## src/rtl/uart_tx_pkg.sv

```systemverilog
package uart_tx_pkg;
    // Line-control byte: bit positions are software visible
    typedef struct packed {
        logic       bank;     // 7: divisor bank select
        logic       brk;      // 6: force line low
        logic       stick;    // 5: fixed parity level
        logic       even;     // 4: parity sense
        logic       par_en;   // 3: parity enable
        logic       two_stop; // 2: stop bit count
        logic [1:0] wlen;     // 1:0 data length minus 5
    } lcr_t;

    localparam logic [2:0] ADDR_LO  = 3'd0;
    localparam logic [2:0] ADDR_HI  = 3'd1;
    localparam logic [2:0] ADDR_LCR = 3'd3;
    localparam int         FRAME_W  = 12;
endpackage

```

## src/rtl/uart_tx_regs.sv

```systemverilog
module uart_tx_regs
    import uart_tx_pkg::*;
#(
    parameter int DIV_W = 16
) (
    input  logic             clk,
    input  logic             rst_n,
    input  logic             wr_en,
    input  logic [2:0]       addr,
    input  logic [7:0]       wdata,
    output logic [7:0]       rdata,
    output lcr_t             lcr,
    output logic [DIV_W-1:0] divisor,
    output logic             thr_wr
);
    typedef struct packed {
        lcr_t       lcr;
        logic [7:0] dlo;
        logic [7:0] dhi;
        logic [7:0] ier;
    } regs_t;

    regs_t r_d, r_q;

    always_comb begin
        r_d    = r_q;
        thr_wr = 1'b0;
        if (wr_en) begin
            unique case (addr)
                ADDR_LO:  if (r_q.lcr.bank) r_d.dlo = wdata; else thr_wr = 1'b1;
                ADDR_HI:  if (r_q.lcr.bank) r_d.dhi = wdata; else r_d.ier = wdata;
                ADDR_LCR: r_d.lcr = lcr_t'(wdata);
                default:  ;
            endcase
        end
        unique case (addr)
            ADDR_LO:  rdata = r_q.lcr.bank ? r_q.dlo : 8'h00;
            ADDR_HI:  rdata = r_q.lcr.bank ? r_q.dhi : r_q.ier;
            ADDR_LCR: rdata = r_q.lcr;
            default:  rdata = 8'h00;
        endcase
    end

    always_ff @(posedge clk or negedge rst_n) begin
        if (!rst_n) r_q <= '0;
        else        r_q <= r_d;
    end

    assign lcr     = r_q.lcr;
    assign divisor = DIV_W'({r_q.dhi, r_q.dlo});


    bank_hold_chk: assert property (@(posedge clk) disable iff (!rst_n)
        (wr_en && addr == ADDR_LO && !r_q.lcr.bank) |=> $stable(r_q.dlo));
endmodule

```

## src/rtl/uart_tx_baud.sv

```systemverilog
module uart_tx_baud #(
    parameter int DIV_W = 16
) (
    input  logic             clk,
    input  logic             rst_n,
    input  logic [DIV_W-1:0] divisor,
    output logic             tick
);
    logic [DIV_W-1:0] cnt_d, cnt_q;

    always_comb begin
        tick  = 1'b0;
        cnt_d = cnt_q + 1'b1;
        if (divisor == '0) begin
            cnt_d = '0;
        end else if (cnt_q >= divisor - 1'b1) begin
            tick  = 1'b1;
            cnt_d = '0;
        end
    end

    always_ff @(posedge clk or negedge rst_n) begin
        if (!rst_n) cnt_q <= '0;
        else        cnt_q <= cnt_d;
    end


    zero_div_chk: assert property (@(posedge clk) disable iff (!rst_n)
        (divisor == '0) |=> (cnt_q == '0));
endmodule

```

## src/rtl/uart_tx_shift.sv

```systemverilog
module uart_tx_shift
    import uart_tx_pkg::*;
#(
    parameter int OVS = 16
) (
    input  logic       clk,
    input  logic       rst_n,
    input  logic       tick,
    input  logic       thr_wr,
    input  logic [7:0] wdata,
    input  lcr_t       lcr,
    output logic       line,
    output logic       thre,
    output logic       temt
);
    localparam int SUB_W = $clog2(OVS);

    typedef struct packed {
        logic [7:0]         thr;
        logic               full;
        logic               busy;
        logic [FRAME_W-1:0] sh;
        logic [3:0]         left;
        logic [SUB_W-1:0]   sub;
    } sh_t;

    sh_t s_d, s_q;
    logic [FRAME_W-1:0] frame;
    logic [3:0]         frame_len;
    logic [7:0]         dmask;
    logic               pbit;
    logic               load;

    always_comb begin
        dmask = '0;
        frame = '1;
        frame[0] = 1'b0;
        for (int i = 0; i < 8; i++) begin
            if (i < 5 + int'(lcr.wlen)) begin
                dmask[i]    = s_q.thr[i];
                frame[i+1]  = s_q.thr[i];
            end
        end
        pbit = lcr.stick ? ~lcr.even : (lcr.even ? ^dmask : ~^dmask);
        if (lcr.par_en) begin
            for (int p = 6; p <= 9; p++) begin
                if (p == 6 + int'(lcr.wlen)) frame[p] = pbit;
            end
        end
        frame_len = 4'd7 + {2'b00, lcr.wlen} + {3'b000, lcr.par_en} + {3'b000, lcr.two_stop};
    end

    always_comb begin
        s_d  = s_q;
        load = tick && !s_q.busy && s_q.full;
        if (s_q.busy && tick) begin
            if (s_q.sub == SUB_W'(OVS - 1)) begin
                s_d.sub  = '0;
                s_d.sh   = {1'b1, s_q.sh[FRAME_W-1:1]};
                s_d.left = s_q.left - 1'b1;
                if (s_q.left == 4'd1) s_d.busy = 1'b0;
            end else begin
                s_d.sub = s_q.sub + 1'b1;
            end
        end
        if (load) begin
            s_d.sh   = frame;
            s_d.left = frame_len;
            s_d.busy = 1'b1;
            s_d.sub  = '0;
            s_d.full = 1'b0;
        end
        if (thr_wr) begin
            s_d.thr  = wdata;
            s_d.full = 1'b1;
        end
    end

    always_ff @(posedge clk or negedge rst_n) begin
        if (!rst_n) s_q <= '0;
        else        s_q <= s_d;
    end

    assign line = s_q.busy ? s_q.sh[0] : 1'b1;
    assign thre = !s_q.full;
    assign temt = !s_q.full && !s_q.busy;


    thr_wr_clears_chk: assert property (@(posedge clk) disable iff (!rst_n)
        thr_wr |=> !thre);

    no_tick_hold_chk: assert property (@(posedge clk) disable iff (!rst_n)
        !tick |=> ($stable(s_q.sub) && $stable(s_q.busy)));
endmodule

```

## src/rtl/uart_tx_lcr.sv

```systemverilog
module uart_tx_lcr
    import uart_tx_pkg::*;
#(
    parameter int DIV_W = 16,
    parameter int OVS   = 16
) (
    input  logic       clk,
    input  logic       rst_n,
    input  logic       wr_en,
    input  logic [2:0] addr,
    input  logic [7:0] wdata,
    output logic [7:0] rdata,
    output logic       txd,
    output logic       thre,
    output logic       temt
);
    lcr_t             lcr;
    logic [DIV_W-1:0] divisor;
    logic             thr_wr;
    logic             tick;
    logic             line;

    uart_tx_regs #(.DIV_W(DIV_W)) u_regs (
        .clk(clk), .rst_n(rst_n), .wr_en(wr_en), .addr(addr), .wdata(wdata),
        .rdata(rdata), .lcr(lcr), .divisor(divisor), .thr_wr(thr_wr)
    );

    uart_tx_baud #(.DIV_W(DIV_W)) u_baud (
        .clk(clk), .rst_n(rst_n), .divisor(divisor), .tick(tick)
    );

    uart_tx_shift #(.OVS(OVS)) u_shift (
        .clk(clk), .rst_n(rst_n), .tick(tick), .thr_wr(thr_wr), .wdata(wdata),
        .lcr(lcr), .line(line), .thre(thre), .temt(temt)
    );

    assign txd = lcr.brk ? 1'b0 : line;


    break_low_chk: assert property (@(posedge clk) disable iff (!rst_n)
        lcr.brk |-> !txd);

    idle_high_chk: assert property (@(posedge clk) disable iff (!rst_n)
        (temt && !lcr.brk) |-> txd);

    temt_thre_chk: assert property (@(posedge clk) disable iff (!rst_n)
        temt |-> thre);
endmodule

```

## config.mk

```make
export PLATFORM = sky130hd
export DESIGN_NAME = uart_tx_lcr
export DESIGN_NICKNAME = d
export VERILOG_FILES = /design/src/rtl/uart_tx_pkg.sv /design/src/rtl/uart_tx_regs.sv /design/src/rtl/uart_tx_baud.sv /design/src/rtl/uart_tx_shift.sv /design/src/rtl/uart_tx_lcr.sv
export SDC_FILE = /design/constraint.sdc
export NUM_CORES = 1
export LEC_CHECK = 0
export ABC_AREA = 1
export CAP_MARGIN = 10
export CORE_ASPECT_RATIO = 1.25
export CORE_UTILIZATION = 32
export CTS_BUF_LIST = sky130_fd_sc_hd__clkbuf_8
export CTS_CLUSTER_DIAMETER = 40
export DETAILED_ROUTE_END_ITERATION = 8
export GPL_TIMING_DRIVEN = 0
export PLACE_DENSITY = 0.47
export SETUP_SLACK_MARGIN = 0.3
export SKIP_LAST_GASP = 1
export SYNTH_ARGS = -nofsm -noshare
export SYNTH_HDL_FRONTEND = slang
export SYNTH_HIERARCHICAL = 1
export SYNTH_SLANG_ARGS = --single-unit
```

## constraint.sdc

```tcl
create_clock -name clk -period 4.2 [get_ports clk]
set_input_delay 0.63 -clock clk [delete_from_list [all_inputs] [get_ports clk]]
set_output_delay 0.63 -clock clk [all_outputs]
set_load 0.005 [all_outputs]
```

==> parameters.txt <==
Parameter                              Value

Clock network
  Clock input transition at the sequential cells of the worst setup and hold paths ... 0.09 ns
  Clock tree from TritonCTS ... built
  Clk root buf ... sky130_fd_sc_hd__clkbuf_8
  Cts bufs inserted ... 9
  Clock sink total ... 78
  # hold bufs at CTS ... 0
  Worst-case clock buffer depth ... 2
  Clk Latency, worst-skew pair ... 0.37 ns
  H-tree Lvls ... 3

Timing
  Number of failing setup endpoints in the final timing report ... 0
  Setup repair after global routing missed its margin ... no
  Final period util ... 0.838
  Shortest clock period the worst path allows after layout ... 3.52 ns
  Worst-case setup margin in the final layout ... 0.680 ns
  Final Max Tran Viols ... 0
  Actual transition at the worst max-transition pin ... 0.501 ns
  Maximum clock frequency ... 0.284 GHz
  Final Hold Slack ... 0.185 ns
  Final hold viol count ... 0
  Worst setup skew after layout ... 0.0110 ns
  Remaining max-slew budget at the tightest pin ... 0.666

Floorplanning
  Core Rows ... 51
  Chip Height ... 144 um
  Die area ... 0.0166 mm^2
  Starting utilization of the core area ... 0.329
  Core Footprint ... 0.0157 mm^2
  Number of top-level design ports ... 25
  Floorplan die width ... 116 um

Cells and area
  Area occupied by multi-input gates ... 0.00265 mm^2
  Most common cell after layout, fill and taps aside ... sky130_fd_sc_hd__nand2_1
  Combined flip-flop and latch cell area ... 0.00195 mm^2
  ANT cells ... 0
  Most used cells in the layout excluding fill and tap cells ... sky130_fd_sc_hd__nand2_1, sky130_fd_sc_hd__dfrtp_1, sky130_fd_sc_hd__inv_1, sky130_fd_sc_hd__nor2_1, sky130_fd_sc_hd__nand3_1
  Number of nets in the finished design ... 772
  Area growth, synth to finish ... 14.3%
  Count of non-filler cells in the finished layout ... 950
  Share of cells above drive strength 1 ... 0.136
  Fillers ... 1704
  Final Core Density ... 0.376

Worst setup path
  CP max-delay cell ... sky130_fd_sc_hd__dfrtp_1
  Startpoint kind of the worst setup timing path ... flip-flop
  Chain of cells forming the critical path ... buf_4, inv_1, ha_1, nand2_1, nor2_1, nand2_1, nor3_2, xor2_1, inv_1, ha_1, nand4_1, a21oi_1, nor2_1, a21boi_2, inv_2, nor3_4, inv_2, o21ai_2, nand2_4, clkinv_2, clkbuf_4, a31oi_1
  Type of the worst setup path ... reg2reg
  Critical path buffer and inverter count ... 7
  Worst Path Required ... 4.44 ns
  Nature of the critical path endpoint ... flip-flop
  Worst EP arrival ... 3.76 ns
  Largest stage delay on the critical path ... 0.41 ns
  Largest delay contributor family on the critical path ... simple AND/OR/NAND/NOR gates
  Worst-path fanout max ... 10

Pwr
  Internal Power ... 1570 uW
  Maximum VDD drop ... 144 uV
  Leakage power figure ... 0.00298 uW
  Switching power of the nets ... 1070 uW
  P per Cell Area ... 449 mW/mm^2
  Relative contribution of sequential cells to total power ... 0.383
  Overall power of the completed layout ... 2650 uW
  Clock network fraction of design power ... 0.199
  Proportion of power drawn by combinational gates ... 0.418
  Switching Share ... 0.406

Placed design
  Post-DP HPWL ... 10.1 mm
  Weighted congestion reported at the end of routability-driven placement ... 0.926
  Port Buf Inserts ... 24
  Pre-CTS setup slack ... 0.119 ns
  Number of placed cells counting well taps ... 933

Drt
  Drt first pass iters ... 5
  Avg Vias per Cell ... 4.68
  Vias ... 4442
  Total Routed Length ... 13.0 mm
  ANT nets after route ... 0
  # DRC ... 0
  Number of DRC markers in iteration 0 ... 155
  Wirelength per Cell ... 13.7 um

Synth
  Number of cells produced by synthesis ... 696
  Synth Net Count ... 735
  Cell area after synthesis ... 0.00516 mm^2
  Synthesis Warnings ... 6
  Avg Synthesized Cell Area ... 7.41 um^2

Status
  Run status ... completed

Worst hold path
  Path class of the lowest-slack min-delay path ... in2async

Global routing
  Number of antenna violations at the first check in global routing ... 0
  Total Routing Usage GR ... 0.170
  Residual overflow from global routing ... 0
  Vias in the first global route ... 4307
  First-pass GRT wire length ... 21.5 mm
  Pin count of the biggest net entering global routing ... 53

Job
  Max Cap Violations ... 0
-- power by group through the flow --
stage               Sequential (uW)  Combinational (uW)  Clock, uW
global placement               1020                1070          0
finish                         1010                1110        528
detailed placement             1030                1100          0
CTS                            1010                1110        547
floorplan                       983                 844          0
global route                   1040                1270        573
-- per-stage QoR --
stage               area [um^2]  setup TNS [ns]
floorplan                  5160               0
global placement           5670          -37.84
detailed placement         5690               0
CTS                        5870               0
global route               5900               0
finish                     5900               0
-- sequential cells by signal, summed over array words and instances (netlist names) --
| register | count |
|---|---|
| u_shift/s_q | 30 |
| u_regs/lcr | 8 |
| u_baud/cnt_q | 16 |
| u_regs/r_q | 8 |
| u_regs/divisor | 16 |
-- layer usage --
metal | track usage | share of wire | up-vias
li1 | - | - | 2286
met1 | 0.209 | 0.46 | 2055
met2 | 0.297 | 0.49 | 77
met3 | 0.0155 | 0.024 | 24
met4 | 0.0861 | 0.031 | 0
met5 | 0 | 0 | -
-- worst paths after layout --
path | start | end | slack (ns) | cells past startpoint
worst max-delay path | u_regs/divisor[0] | u_shift/s_q[11] | 0.68 | 22
worst min-delay path | rst_n | u_regs/divisor[2] | 0.19 | 1
worst max register to register | u_regs/divisor[0] | u_shift/s_q[11] | 0.68 | 22
worst min register to register | u_regs/r_q[1] | u_regs/r_q[1] | 0.48 | 2
max in group asynchronous | rst_n | u_shift/s_q[12] | 3.42 | 2
min in group clk | u_regs/r_q[1] | u_regs/r_q[1] | 0.48 | 2
-- layout make-up --
type | count | area share
Buffer | 42 | 0.0488
Clock buffer | 10 | 0.0233
Clock inverter | 6 | 0.00637
Inverter | 77 | 0.0497
Multi-Input combinational cell | 499 | 0.449
Sequential cell | 78 | 0.331
Tap cell | 212 | 0.0450
Timing Repair Buffer | 26 | 0.0463
-- timing repair --
action / CTS / global route
pin swaps: 0 / 2
resized for setup: 2 / 6
endpoints found under the setup margin: 17 / 17
setup buffers: 0 / 1
endpoints found under the hold margin: 0 / 0
Note: power is estimated with default switching activity, not from simulation.
